--- src/rtl/wdrain_pkg.sv ---
package wdrain_pkg;

  typedef enum logic {
    MODE_RD = 1'b0,
    MODE_WR = 1'b1
  } busMode_e;

  // control -> datapath strobes
  typedef struct packed {
    logic popRd;
    logic popWr;
  } issueStrobe_t;

endpackage

--- src/rtl/wdrain_queues.sv ---
module wdrain_queues
  import wdrain_pkg::*;
#(
  parameter int ADDR_W      = 32,
  parameter int DATA_W      = 32,
  parameter int BURST_BYTES = 16,
  parameter int RQ_DEPTH    = 4,
  parameter int WQ_DEPTH    = 8,
  localparam int RQ_CNT_W   = $clog2(RQ_DEPTH + 1),
  localparam int WQ_CNT_W   = $clog2(WQ_DEPTH + 1)
) (
  input  logic                clk,
  input  logic                rstN,
  input  logic                reqValid,
  input  logic                reqWrite,
  input  logic [ADDR_W-1:0]   reqAddr,
  input  logic [DATA_W-1:0]   reqData,
  output logic                reqReady,
  input  issueStrobe_t        strobe,
  output logic [RQ_CNT_W-1:0] rdCount,
  output logic [WQ_CNT_W-1:0] wrCount,
  output logic [ADDR_W-1:0]   rdHeadAddr,
  output logic [ADDR_W-1:0]   wrSelAddr,
  output logic [DATA_W-1:0]   wrSelData,
  output logic                fwdValid,
  output logic [DATA_W-1:0]   fwdData
);

  localparam int RQ_PTR_W = $clog2(RQ_DEPTH);
  localparam int WQ_IDX_W = $clog2(WQ_DEPTH);
  localparam logic [ADDR_W-1:0] OFS_MASK = ADDR_W'(BURST_BYTES - 1);

  // read queue storage
  logic [ADDR_W-1:0]   rdMem [RQ_DEPTH];
  logic [RQ_PTR_W-1:0] rdWrPtr, rdRdPtr;

  // write store (associative)
  logic [WQ_DEPTH-1:0] wValid;
  logic [ADDR_W-1:0]   wAddr [WQ_DEPTH];
  logic [DATA_W-1:0]   wData [WQ_DEPTH];

  logic [ADDR_W-1:0]   reqBurst;
  logic [WQ_DEPTH-1:0] hitVec;
  logic                hit, freeFound, selFound;
  logic [WQ_IDX_W-1:0] hitIdx, freeIdx, selIdx;
  logic                acc, rdAcc, wrAcc, rdPush, wrAlloc, wrMerge, wrRel;

  assign reqBurst = reqAddr & ~OFS_MASK;

  // one comparator per slot
  for (genvar g = 0; g < WQ_DEPTH; g++) begin : g_cam
    assign hitVec[g] = wValid[g] && (wAddr[g] == reqBurst);
  end

  // priority encoders: match, lowest free slot, lowest occupied slot
  always_comb begin
    hit       = 1'b0;
    hitIdx    = '0;
    freeFound = 1'b0;
    freeIdx   = '0;
    selFound  = 1'b0;
    selIdx    = '0;
    for (int i = 0; i < WQ_DEPTH; i++) begin
      if (hitVec[i] && !hit) begin
        hit    = 1'b1;
        hitIdx = WQ_IDX_W'(i);
      end
      if (!wValid[i] && !freeFound) begin
        freeFound = 1'b1;
        freeIdx   = WQ_IDX_W'(i);
      end
      if (wValid[i] && !selFound) begin
        selFound = 1'b1;
        selIdx   = WQ_IDX_W'(i);
      end
    end
  end

  assign reqReady = hit || (reqWrite ? (wrCount < WQ_CNT_W'(WQ_DEPTH))
                                     : (rdCount < RQ_CNT_W'(RQ_DEPTH)));
  assign acc     = reqValid && reqReady;
  assign rdAcc   = acc && !reqWrite;
  assign wrAcc   = acc && reqWrite;
  assign rdPush  = rdAcc && !hit;
  assign wrAlloc = wrAcc && !hit;
  assign wrMerge = wrAcc && hit;
  // a merge into the slot being issued keeps that slot alive
  assign wrRel   = strobe.popWr && !(wrMerge && (hitIdx == selIdx));

  assign rdHeadAddr = rdMem[rdRdPtr];
  assign wrSelAddr  = wAddr[selIdx];
  assign wrSelData  = wData[selIdx];

  always_ff @(posedge clk) begin
    if (!rstN) begin
      wValid   <= '0;
      wrCount  <= '0;
      rdCount  <= '0;
      rdWrPtr  <= '0;
      rdRdPtr  <= '0;
      fwdValid <= 1'b0;
    end else begin
      if (strobe.popWr) wValid[selIdx]  <= 1'b0;
      if (wrMerge)      wValid[hitIdx]  <= 1'b1;
      if (wrAlloc)      wValid[freeIdx] <= 1'b1;
      wrCount <= wrCount + WQ_CNT_W'(wrAlloc) - WQ_CNT_W'(wrRel);
      if (rdPush)       rdWrPtr <= rdWrPtr + 1'b1;
      if (strobe.popRd) rdRdPtr <= rdRdPtr + 1'b1;
      rdCount  <= rdCount + RQ_CNT_W'(rdPush) - RQ_CNT_W'(strobe.popRd);
      fwdValid <= rdAcc && hit;
    end
  end

  always_ff @(posedge clk) begin
    if (rdPush)  rdMem[rdWrPtr] <= reqBurst;
    if (wrAlloc) begin
      wAddr[freeIdx] <= reqBurst;
      wData[freeIdx] <= reqData;
    end
    if (wrMerge) wData[hitIdx] <= reqData;
    if (rdAcc && hit) fwdData <= wData[hitIdx];
  end

  // occupancy never passes the queue depths
  a_r4_no_overflow: assert property (@(posedge clk) disable iff (!rstN)
    (rdCount <= RQ_CNT_W'(RQ_DEPTH)) && (wrCount <= WQ_CNT_W'(WQ_DEPTH)));

  // a burst address lives in at most one slot
  a_r3_single_entry: assert property (@(posedge clk) disable iff (!rstN)
    $onehot0(hitVec));

  // the running count agrees with the slot valid bits
  a_r3_count_tracks: assert property (@(posedge clk) disable iff (!rstN)
    int'(wrCount) == $countones(wValid));

  // a read that hits is answered in the next cycle
  a_r2_forward_next: assert property (@(posedge clk) disable iff (!rstN)
    (rdAcc && hit) |=> fwdValid);

endmodule

--- src/rtl/wdrain_sched.sv ---
module wdrain_sched
  import wdrain_pkg::*;
#(
  parameter int RQ_DEPTH  = 4,
  parameter int WQ_DEPTH  = 8,
  parameter int HI_MARK   = 5,
  parameter int LO_MARK   = 2,
  parameter int MIN_BATCH = 5,
  parameter int GAP_RW    = 2,
  parameter int GAP_WR    = 3,
  localparam int RQ_CNT_W = $clog2(RQ_DEPTH + 1),
  localparam int WQ_CNT_W = $clog2(WQ_DEPTH + 1)
) (
  input  logic                clk,
  input  logic                rstN,
  input  logic [RQ_CNT_W-1:0] rdCount,
  input  logic [WQ_CNT_W-1:0] wrCount,
  input  logic                cmdReady,
  output logic                cmdValid,
  output logic                cmdWrite,
  output issueStrobe_t        strobe
);

  localparam int GAP_MAX = (GAP_RW > GAP_WR) ? GAP_RW : GAP_WR;
  localparam int GAP_W   = $clog2(GAP_MAX + 2);
  localparam int BATCH_W = $clog2(MIN_BATCH + 2);

  busMode_e            mode;
  logic [GAP_W-1:0]    gapCnt;
  logic [BATCH_W-1:0]  batchCnt;
  logic                idle, rdPend, wrPend, overHi, atLo, batchMet;
  logic                switchNow, fire;

  assign idle     = (gapCnt == '0);
  assign rdPend   = (rdCount != '0);
  assign wrPend   = (wrCount != '0);
  assign overHi   = (wrCount > WQ_CNT_W'(HI_MARK));
  assign atLo     = (wrCount <= WQ_CNT_W'(LO_MARK));
  assign batchMet = (batchCnt >= BATCH_W'(MIN_BATCH));

  always_comb begin
    if (mode == MODE_RD) switchNow = idle && (overHi || (!rdPend && wrPend));
    else                 switchNow = idle && rdPend && (!wrPend || (atLo && batchMet));
  end

  assign cmdValid     = idle && !switchNow && ((mode == MODE_RD) ? rdPend : wrPend);
  assign cmdWrite     = (mode == MODE_WR);
  assign fire         = cmdValid && cmdReady;
  assign strobe.popRd = fire && (mode == MODE_RD);
  assign strobe.popWr = fire && (mode == MODE_WR);

  always_ff @(posedge clk) begin
    if (!rstN) begin
      mode     <= MODE_RD;
      gapCnt   <= '0;
      batchCnt <= '0;
    end else if (switchNow) begin
      mode     <= (mode == MODE_RD) ? MODE_WR : MODE_RD;
      gapCnt   <= (mode == MODE_RD) ? GAP_W'(GAP_RW) : GAP_W'(GAP_WR);
      batchCnt <= '0;
    end else if (!idle) begin
      gapCnt <= gapCnt - 1'b1;
    end else if (strobe.popWr && !batchMet) begin
      batchCnt <= batchCnt + 1'b1;
    end
  end

  // checker state: cycles since the last issued command and its direction
  logic [7:0] sinceFire;
  logic       lastDir, seenFire;
  always_ff @(posedge clk) begin
    if (!rstN) begin
      sinceFire <= '0;
      lastDir   <= 1'b0;
      seenFire  <= 1'b0;
    end else if (fire) begin
      sinceFire <= '0;
      lastDir   <= cmdWrite;
      seenFire  <= 1'b1;
    end else if (sinceFire != 8'hFF) begin
      sinceFire <= sinceFire + 1'b1;
    end
  end

  // dead time before the first command after a turnaround
  a_r8_turn_gap: assert property (@(posedge clk) disable iff (!rstN)
    (fire && seenFire && (cmdWrite != lastDir)) |->
      int'(sinceFire) >= (cmdWrite ? GAP_RW : GAP_WR) + 1);

  // no read goes out while writes are above the high watermark
  a_r5_reads_stop: assert property (@(posedge clk) disable iff (!rstN)
    (cmdValid && !cmdWrite) |-> (wrCount <= WQ_CNT_W'(HI_MARK)));

  // leaving write mode needs both watermark and batch, or an empty store
  a_r6_leave_write: assert property (@(posedge clk) disable iff (!rstN)
    ($past(mode) == MODE_WR && mode == MODE_RD) |->
      ($past(wrCount) == '0) ||
      (($past(wrCount) <= WQ_CNT_W'(LO_MARK)) && ($past(batchCnt) >= BATCH_W'(MIN_BATCH))));

endmodule

--- src/rtl/wdrain_ctrl.sv ---
module wdrain_ctrl
  import wdrain_pkg::*;
#(
  parameter int ADDR_W      = 32,
  parameter int DATA_W      = 32,
  parameter int BURST_BYTES = 16,
  parameter int RQ_DEPTH    = 4,
  parameter int WQ_DEPTH    = 8,
  parameter int HI_MARK     = 5,
  parameter int LO_MARK     = 2,
  parameter int MIN_BATCH   = 5,
  parameter int GAP_RW      = 2,
  parameter int GAP_WR      = 3
) (
  input  logic              clk,
  input  logic              rstN,
  input  logic              reqValid,
  input  logic              reqWrite,
  input  logic [ADDR_W-1:0] reqAddr,
  input  logic [DATA_W-1:0] reqData,
  output logic              reqReady,
  output logic              fwdValid,
  output logic [DATA_W-1:0] fwdData,
  input  logic              cmdReady,
  output logic              cmdValid,
  output logic              cmdWrite,
  output logic [ADDR_W-1:0] cmdAddr,
  output logic [DATA_W-1:0] cmdData
);

  localparam int RQ_CNT_W = $clog2(RQ_DEPTH + 1);
  localparam int WQ_CNT_W = $clog2(WQ_DEPTH + 1);

  issueStrobe_t        strobe;
  logic [RQ_CNT_W-1:0] rdCount;
  logic [WQ_CNT_W-1:0] wrCount;
  logic [ADDR_W-1:0]   rdHeadAddr, wrSelAddr;
  logic [DATA_W-1:0]   wrSelData;

  wdrain_queues #(
    .ADDR_W(ADDR_W), .DATA_W(DATA_W), .BURST_BYTES(BURST_BYTES),
    .RQ_DEPTH(RQ_DEPTH), .WQ_DEPTH(WQ_DEPTH)
  ) queues_i (
    .clk(clk), .rstN(rstN),
    .reqValid(reqValid), .reqWrite(reqWrite), .reqAddr(reqAddr),
    .reqData(reqData), .reqReady(reqReady),
    .strobe(strobe), .rdCount(rdCount), .wrCount(wrCount),
    .rdHeadAddr(rdHeadAddr), .wrSelAddr(wrSelAddr), .wrSelData(wrSelData),
    .fwdValid(fwdValid), .fwdData(fwdData)
  );

  wdrain_sched #(
    .RQ_DEPTH(RQ_DEPTH), .WQ_DEPTH(WQ_DEPTH), .HI_MARK(HI_MARK),
    .LO_MARK(LO_MARK), .MIN_BATCH(MIN_BATCH),
    .GAP_RW(GAP_RW), .GAP_WR(GAP_WR)
  ) sched_i (
    .clk(clk), .rstN(rstN),
    .rdCount(rdCount), .wrCount(wrCount), .cmdReady(cmdReady),
    .cmdValid(cmdValid), .cmdWrite(cmdWrite), .strobe(strobe)
  );

  assign cmdAddr = cmdWrite ? wrSelAddr : rdHeadAddr;
  assign cmdData = cmdWrite ? wrSelData : '0;

endmodule

--- config.mk ---
export PLATFORM = sky130hd
export DESIGN_NAME = wdrain_ctrl
export DESIGN_NICKNAME = d
export VERILOG_FILES = /design/src/rtl/wdrain_pkg.sv /design/src/rtl/wdrain_queues.sv /design/src/rtl/wdrain_sched.sv /design/src/rtl/wdrain_ctrl.sv
export SDC_FILE = /design/constraint.sdc
export NUM_CORES = 2
export LEC_CHECK = 0
export BUFFER_PORTS_ARGS = -buffer_cell sky130_fd_sc_hd__buf_2
export CAP_MARGIN = 40
export CORE_MARGIN = 1.5
export CORE_UTILIZATION = 60
export CTS_CLUSTER_DIAMETER = 30
export DETAILED_ROUTE_END_ITERATION = 6
export PLACE_DENSITY = 0.79
export SYNTH_ARGS = -nofsm -noshare
export SYNTH_HDL_FRONTEND = slang
export SYNTH_SLANG_ARGS = --single-unit
--- constraint.sdc ---
create_clock -name clk -period 12.2 [get_ports clk]
set_clock_uncertainty 0.1 [all_clocks]
set_input_delay 1.22 -clock clk [delete_from_list [all_inputs] [get_ports clk]]
set_output_delay 1.22 -clock clk [all_outputs]
set_load 0.1 [all_outputs]
After elaboration in Yosys (flattened, before gate mapping) --
Memory sizes are Yosys's and may differ from the RTL's. A register that Yosys moved wholly into a read port is not among the register bits. Cells that the tools add are included. Widths: inputs -> output; s select.
Word-level totals: bits in registers 27, RAM bits 592, input port bits 69, output and inout port bits 100, word-level logic and storage cells 216, memories kept 3
Operators by class: order comparisons 11, add/subtract/negate cells 8, equal/unequal tests 10, reduce and logical (&&, ||, !) cells 95, mux-type cells 74, bitwise gates (word level) 6
Memories:
- queues_i.wData | depth 8, width 32, read ports 2, clocked after Yosys merged registers in 1, write ports 1, line wdrain_queues.sv:40 | logic [DATA_W-1:0] wData [WQ_DEPTH];
- queues_i.wAddr | depth 8, width 28, read ports 9, clocked after Yosys merged registers in 0, write ports 1, line wdrain_queues.sv:39 | logic [ADDR_W-1:0] wAddr [WQ_DEPTH];
- queues_i.rdMem | depth 4, width 28, read ports 1, clocked after Yosys merged registers in 1, write ports 1, line wdrain_queues.sv:34 | logic [ADDR_W-1:0] rdMem [RQ_DEPTH];
Operator list (number):
- $eq 32x32->1 | 8
- $mux 32 | 3
- $logic_and 1x1->1 | 52
- $mux 3 | 15
- $mux 1 | 40
- $mux 8 | 5
- $logic_not 1->1 | 34
- $reduce_or 32->1 | 1
- $mux 2 | 8
- $or 8x8->8 | 2
- $lt 3x4->1 const B | 3
- $demux 1 s3 | 3
- $ge 3x1->1 const B | 3
- $and 8x8->8 | 1
- $not 8->8 | 1
- $add 2x1->2 const B | 2
- $add 4x1->4 | 1
- $gt 4x3->1 const B | 1
- $le 4x2->1 const B | 1
- $lt 4x4->1 const B | 1
- $reduce_bool 4->1 | 1
- $sub 4x1->4 | 1
- $add 3x1->3 | 1
- $add 3x1->3 const B | 1
- 12 further kinds | 15

Longest topological paths before layout --
depth after elaboration 35, mapped depth 19, depth with buffers taken out 16

Hierarchy --
A second synthesis with hierarchy kept.
Second synthesis, totals: cell total of the unflattened synthesis 2458, area, all modules 31848.0 sq um
By module, submodules not included:
- wdrain_queues | times used 1, area an instance 30586.8 sq um, cells each 2332, seq. area each 19178.4 sq um
- wdrain_ctrl | times used 1, area an instance 747.0 sq um, cells each 71, seq. area each 0.0 sq um
- wdrain_sched | times used 1, area an instance 514.2 sq um, cells each 55, seq. area each 140.1 sq um

Least setup slack after synthesis --
Ideal clock, no wire load.
kind reg2reg, start reg sched_i.mode, in the netlist sched_i.cmdWrite, end reg queues_i.rdCount[1], path buffers 1, arrival 7.770 ns, slack 4.215 ns, data required time 11.985 ns, cell stages (with the launch flop) 10, period minus slack after synthesis 7.985 ns, setup time 0.115 ns, cells stage by stage dfxtp_1 > clkbuf_1 > inv_1 > a2111oi_0 > and3_1 > ha_1 > inv_1 > ha_1 > fa_1 > and2_1
RTL lines:
- from (decl) | line wdrain_sched.sv:28 | busMode_e mode;
- from (signal assigned) | line wdrain_sched.sv:58 | mode <= (mode == MODE_RD) ? MODE_WR : MODE_RD;
- to (signal assigned) | line wdrain_queues.sv:109 | rdCount <= rdCount + RQ_CNT_W'(rdPush) - RQ_CNT_W'(strobe.popRd);
- to (decl) | line wdrain_queues.sv:20 | output logic [RQ_CNT_W-1:0] rdCount,

Worst setup path in the final report --
start reg queues_i.wValid[0], end out cmdAddr[11]
Between the ends: word-level cells in the longest chain between the ends 24, elaborated cells between the ends (all ways) 30, those cells by class mux (15); reduce/logical (14); memory (1)
Ends and longest elaborated chain:
- from (decl) | line wdrain_queues.sv:38 | logic [WQ_DEPTH-1:0] wValid;
- from (signal assigned) | line wdrain_queues.sv:96 | wValid <= '0;
- from (signal, indexed assignment) | line wdrain_queues.sv:103 | if (strobe.popWr) wValid[selIdx] <= 1'b0;
- from (signal, indexed assignment) | line wdrain_queues.sv:104 | if (wrMerge) wValid[hitIdx] <= 1'b1;
- $mux 1 (*) | line wdrain_queues.sv:72 | if (wValid[i] && !selFound) begin
- $logic_not 1->1 | line wdrain_queues.sv:72
- $logic_and 1x1->1 | line wdrain_queues.sv:72
- $mux 1 | line wdrain_queues.sv:72
- $logic_not 1->1 | line wdrain_queues.sv:72
- $logic_and 1x1->1 | line wdrain_queues.sv:72
- $mux 1 | line wdrain_queues.sv:72
- $logic_not 1->1 | line wdrain_queues.sv:72
- [8 not listed]
- $logic_not 1->1 | line wdrain_queues.sv:72
- $logic_and 1x1->1 | line wdrain_queues.sv:72
- $mux 1 | line wdrain_queues.sv:72
- $logic_not 1->1 | line wdrain_queues.sv:72
- $logic_and 1x1->1 | line wdrain_queues.sv:72
- $mux 3 (*) | line wdrain_queues.sv:72
- $mem_v2 8x28 (*)
- $mux 32 (*) | line wdrain_ctrl.sv:62 | assign cmdAddr = cmdWrite ? wrSelAddr : rdHeadAddr;
- to (decl) | line wdrain_ctrl.sv:27 | output logic [ADDR_W-1:0] cmdAddr,
Every way passes the cells marked *; elsewhere a longest branch is shown, timed or not.

==> results.md <==
| Quantity | This run |
|---|---|
| Area taken by flip-flops and latches | 0.01932 sq mm |
| Part of the total power dissipated in combinational logic | 16.5% |
| Detailed-placement wirelength estimate | 48.19 mm |
| Cells after synthesis | 2113 |
| Die footprint | 0.05048 sq mm |
| Signal arrival time at the worst endpoint | 4.80 ns |
| Failing checks | DRC |
| Fmax | 163.3 MHz |
| Number of cell instances on the worst register-to-register path | 16 |
| Number of instances in the placed design | 2850 |
| Number of gates given a new drive strength after cts | 0 |
| TritonCTS sink count | 653 |
| Count of yosys warnings during synthesis | 0 |
| Post-CTS setup repair buffer count | 0 |
| Number of primary I/O pins | 169 |
| Syn-to-layout area delta | 19.80% |
| DR WL met2 | 41.04 mm |
| Static Leak | 0.01304 uW |
| Post-synthesis sequential area ratio | 65.52% |
| RSZ-0062 raised after global routing | false |
| Wire length of the first global-routing pass | 123.1 mm |
| First element of the critical path | queues_i.wValid[0] |
| Required time at the worst-slack endpoint | 10.88 ns |
| M1 wire length | 29.96 mm |
| Total area of multi-input combinational cells | 0.009478 sq mm |
| Fraction of layout instances using a drive strength above 1 | 19.70% |
| Post-synth EDFFs | 624 |
| Input/output buffers | 160 |
| First-pass detailed-route iteration total | 7 |
| Worst-case clock buffer depth | 3 |
| Predominant post-synthesis flop cell | edfxtp_1 |
| Die height | 224.7 um |
| Highest routed layer | met5 |
| Average cell area after synthesis | 13.96 sq um |
| Count of nets after finishing | 2406 |
| Areal power density over the cells | 206.9 mW/mm^2 |
| Max-Slew Margin vs Limit | 25.15% |
| Number of global-route vias before repair | 20290 |
| Min Tclk post-route | 6.123 ns |
| CTS tree | built |
| Proportion of total power due to net switching | 29.28% |
| Register-to-register setup slack | 7.42 ns |
| Terminus of the critical flop-to-flop path | queues_i.wrCount[2] |
| Startpoint type of the worst setup path | register |
| Power spent charging and discharging nets | 2140 uW |
| DRT iter0 DRCs | 2846 |
| Number of antenna-violating nets in the routed design | 0 |
| Num rows | 81 |
| Outcome | finished with violations |
| Count of unresolved DRC violations after routing | 1 |
| Setup Viol. Count Final | 0 |
| Post-Route Setup TNS | 0 ns |
| Routed vias | 20230 |
| Int Pwr | 5168 uW |
| Clock slew at reported path FFs | 0.06 ns |
| Max-Cap Viols | 0 |
| Via/cell ratio | 6.555 |
| Initial antenna violation count | 3 |
| Hold slack | 0.4110 ns |
| Initial Utilization | 60.49% |
| Clock Latency Late Sink | 0.69 ns |
| Die X | 224.7 um |
| Overflow left after global routing | 0 |
| Tot GR Track Use | 33.26% |
| CTS root buffer | clkbuf_16 |
| Largest cells by area after synthesis | edfxtp_1 64%, xnor2_1 4.5%, mux2i_1 4.4% |
| Worst hold-check path type | reg2reg |
| Peak supply drop | 0.1656 mV |
| Core utilization of the finished layout | 72.46% |
| Library cell with the highest instance count after synthesis | edfxtp_1 |
| Number of fill cells in the layout | 2987 |
| Largest net degree at the start of global routing | 131 |
| Num CTS Buffers | 130 |
| Top cell types by occurrence after synthesis | 624 x edfxtp_1, 238 x nand2_1, 152 x xnor2_1 |
| Routed wire length on met3 | 7.987 mm |
| Count of placed standard cells in the final layout, fillers left out | 3087 |
| Largest area contributor in the netlist | edfxtp_1 |
| Yosys top cell area share | 63.55% |
| Worst setup path category | reg2out |
| Post-Route WL | 83.28 mm |
| Number of pins exceeding their max-slew limit in the final report | 0 |
| RR Startpoint | queues_i.wAddr[6][0] |
| Final clock period utilization by the worst path | 50.19% |
| RePlAce Congestion | 0.9741 |
| Setup crit end kind | output pin |
| Capturing element of the worst setup path | cmdAddr[11] |
| Highest fanout seen on the critical path | 44 |
| Distinct cell type count of the synthesized netlist | 73 |
| Post-synthesis instance area | 0.02949 sq mm |
| # hold bufs at CTS | 0 |
| Endpoints failing hold | 0 |
| Core outline area | 0.04875 sq mm |
| Number of storage elements in the synthesis netlist | 653 |
| Proportion of power drawn by the clock network | 48.3% |
| Async S/R FF share, synth | 0% |
| Relative contribution of sequential cells to total power | 35.2% |
| Number of levels the H-tree was split into | 4 |
| Actual transition at the worst max-transition pin | 1.123 ns |
| Final routed wire length divided by cell count | 26.98 um |
placed cells by master (no fill, tap or decap), drive strengths merged, types with 3 or more instances in the layout:
master | netlist | final
o31ai | 3 | 3
mux4 | 28 | 28
and3 | 4 | 4
bufinv | 0 | 16
nand2b | 7 | 7
clkinvlp | 0 | 9
mux2i | 130 | 130
nor3 | 45 | 45
a222oi | 29 | 29
and2 | 13 | 13
clkinv | 0 | 42
or3 | 3 | 3
edfxtp | 624 | 624
a31oi | 35 | 35
xnor2 | 152 | 152
nor2b | 7 | 7
conb | 1 | 4
nor2 | 134 | 134
clkbuf | 73 | 155
a221oi | 28 | 28
xor2 | 74 | 74
o21ai | 13 | 13
buf | 65 | 207
ha | 17 | 17
nand2 | 239 | 239
o21a | 10 | 10
nor4 | 30 | 30
a21oi | 37 | 37
o22a | 33 | 33
o221ai | 97 | 97
nand4 | 46 | 46
o211ai | 4 | 4
or2 | 4 | 4
inv | 28 | 41
nand3 | 42 | 42
dfxtp | 29 | 29
and4 | 5 | 5
per-layer routing:
| layer | vias up | GRT usage (%) |
|---|---|---|
| met5 | - | 0 |
| met4 | 6 | 18.60 |
| met3 | 277 | 7.015 |
| met2 | 1334 | 54.90 |
| met1 | 10010 | 41.09 |
| li1 | 8608 | - |
through the flow:
step                      total power [uW]  setup slack, ns  cell area, sq um
after floorplan                       3549            4.215             29500
after global placement                3784            6.336             30880
after detailed placement              3807            6.274             30950
after CTS                             7328            6.043             35320
after global routing                  7497            5.771             35320
final                                 7307            6.077             35330
sequential cells by signal (all words and copies together) (netlist names), named ones only:
name,flops
queues_i.wData,256
sched_i.gapCnt,3
queues_i.fwdValid,1
queues_i.rdRdPtr,2
sched_i.cmdWrite,1
queues_i.wValid,8
queues_i.rdMem,112
queues_i.wAddr,224
sched_i.batchCnt,3
queues_i.fwdData,32
queues_i.rdCount,3
queues_i.rdWrPtr,2
queues_i.wrCount,4
critical path: stages, from the launching register on:
cell and delay [ns]:
dfxtp_1 0.48, nor2_1 0.35, nand2_1 0.20, nor2_1 0.34, a21oi_1 0.20, o22ai_4 0.59, buf_4 0.73, nand2_1 0.13
nand2_1 0.12, a221oi_1 0.10, a21oi_1 0.36, buf_2 0.50
worst min-delay path by stage:
stage,cells after the start,slack (ns),endpoint,startpoint
4_1_cts,2,0.41,sched_i.gapCnt[0],sched_i.gapCnt[0]
3_5_place_dp,2,0.40,sched_i.gapCnt[0],sched_i.gapCnt[0]
3_3_place_gp,2,0.38,sched_i.gapCnt[0],sched_i.gapCnt[0]
5_1_grt,2,0.47,sched_i.gapCnt[0],sched_i.gapCnt[0]
6_report,2,0.41,sched_i.gapCnt[0],sched_i.gapCnt[0]
2_1_floorplan,2,0.37,sched_i.gapCnt[0],sched_i.gapCnt[0]
cell families (layout without fill, tap and decap cells):
kind of cell	Yosys count	count (layout)	synth area share (%)
fa+ha+maj	19	19	0.8571
buf+inv	166	471	2.839
flops	653	653	65.52
mux	159	159	6.590
simple gates	583	583	9.174
other cells	1	6	0.01272
xor+xnor	226	226	6.713
compound gates	306	306	8.300
power groups by stage:
| stage | clock network (uW) | logic [uW] | registers, uW |
|---|---|---|---|
| after detailed placement | 0 | 1200 | 2610 |
| after global routing | 3650 | 1270 | 2570 |
| final | 3530 | 1210 | 2570 |
| after CTS | 3550 | 1210 | 2570 |
| after floorplan | 0 | 956 | 2590 |
| after global placement | 0 | 1180 | 2600 |
layout make-up:
type / count / area share, %
Timing Repair Buffer: 208 / 3.439
Inverter: 28 / 0.3046
Clock buffer: 155 / 9.896
Tap cell: 664 / 2.352
Antenna cell: 2 / 0.01417
Multi-Input combinational cell: 1297 / 26.83
Sequential cell: 653 / 54.70
Clock inverter: 80 / 2.462
Note: power is estimated with default switching activity, not from simulation.
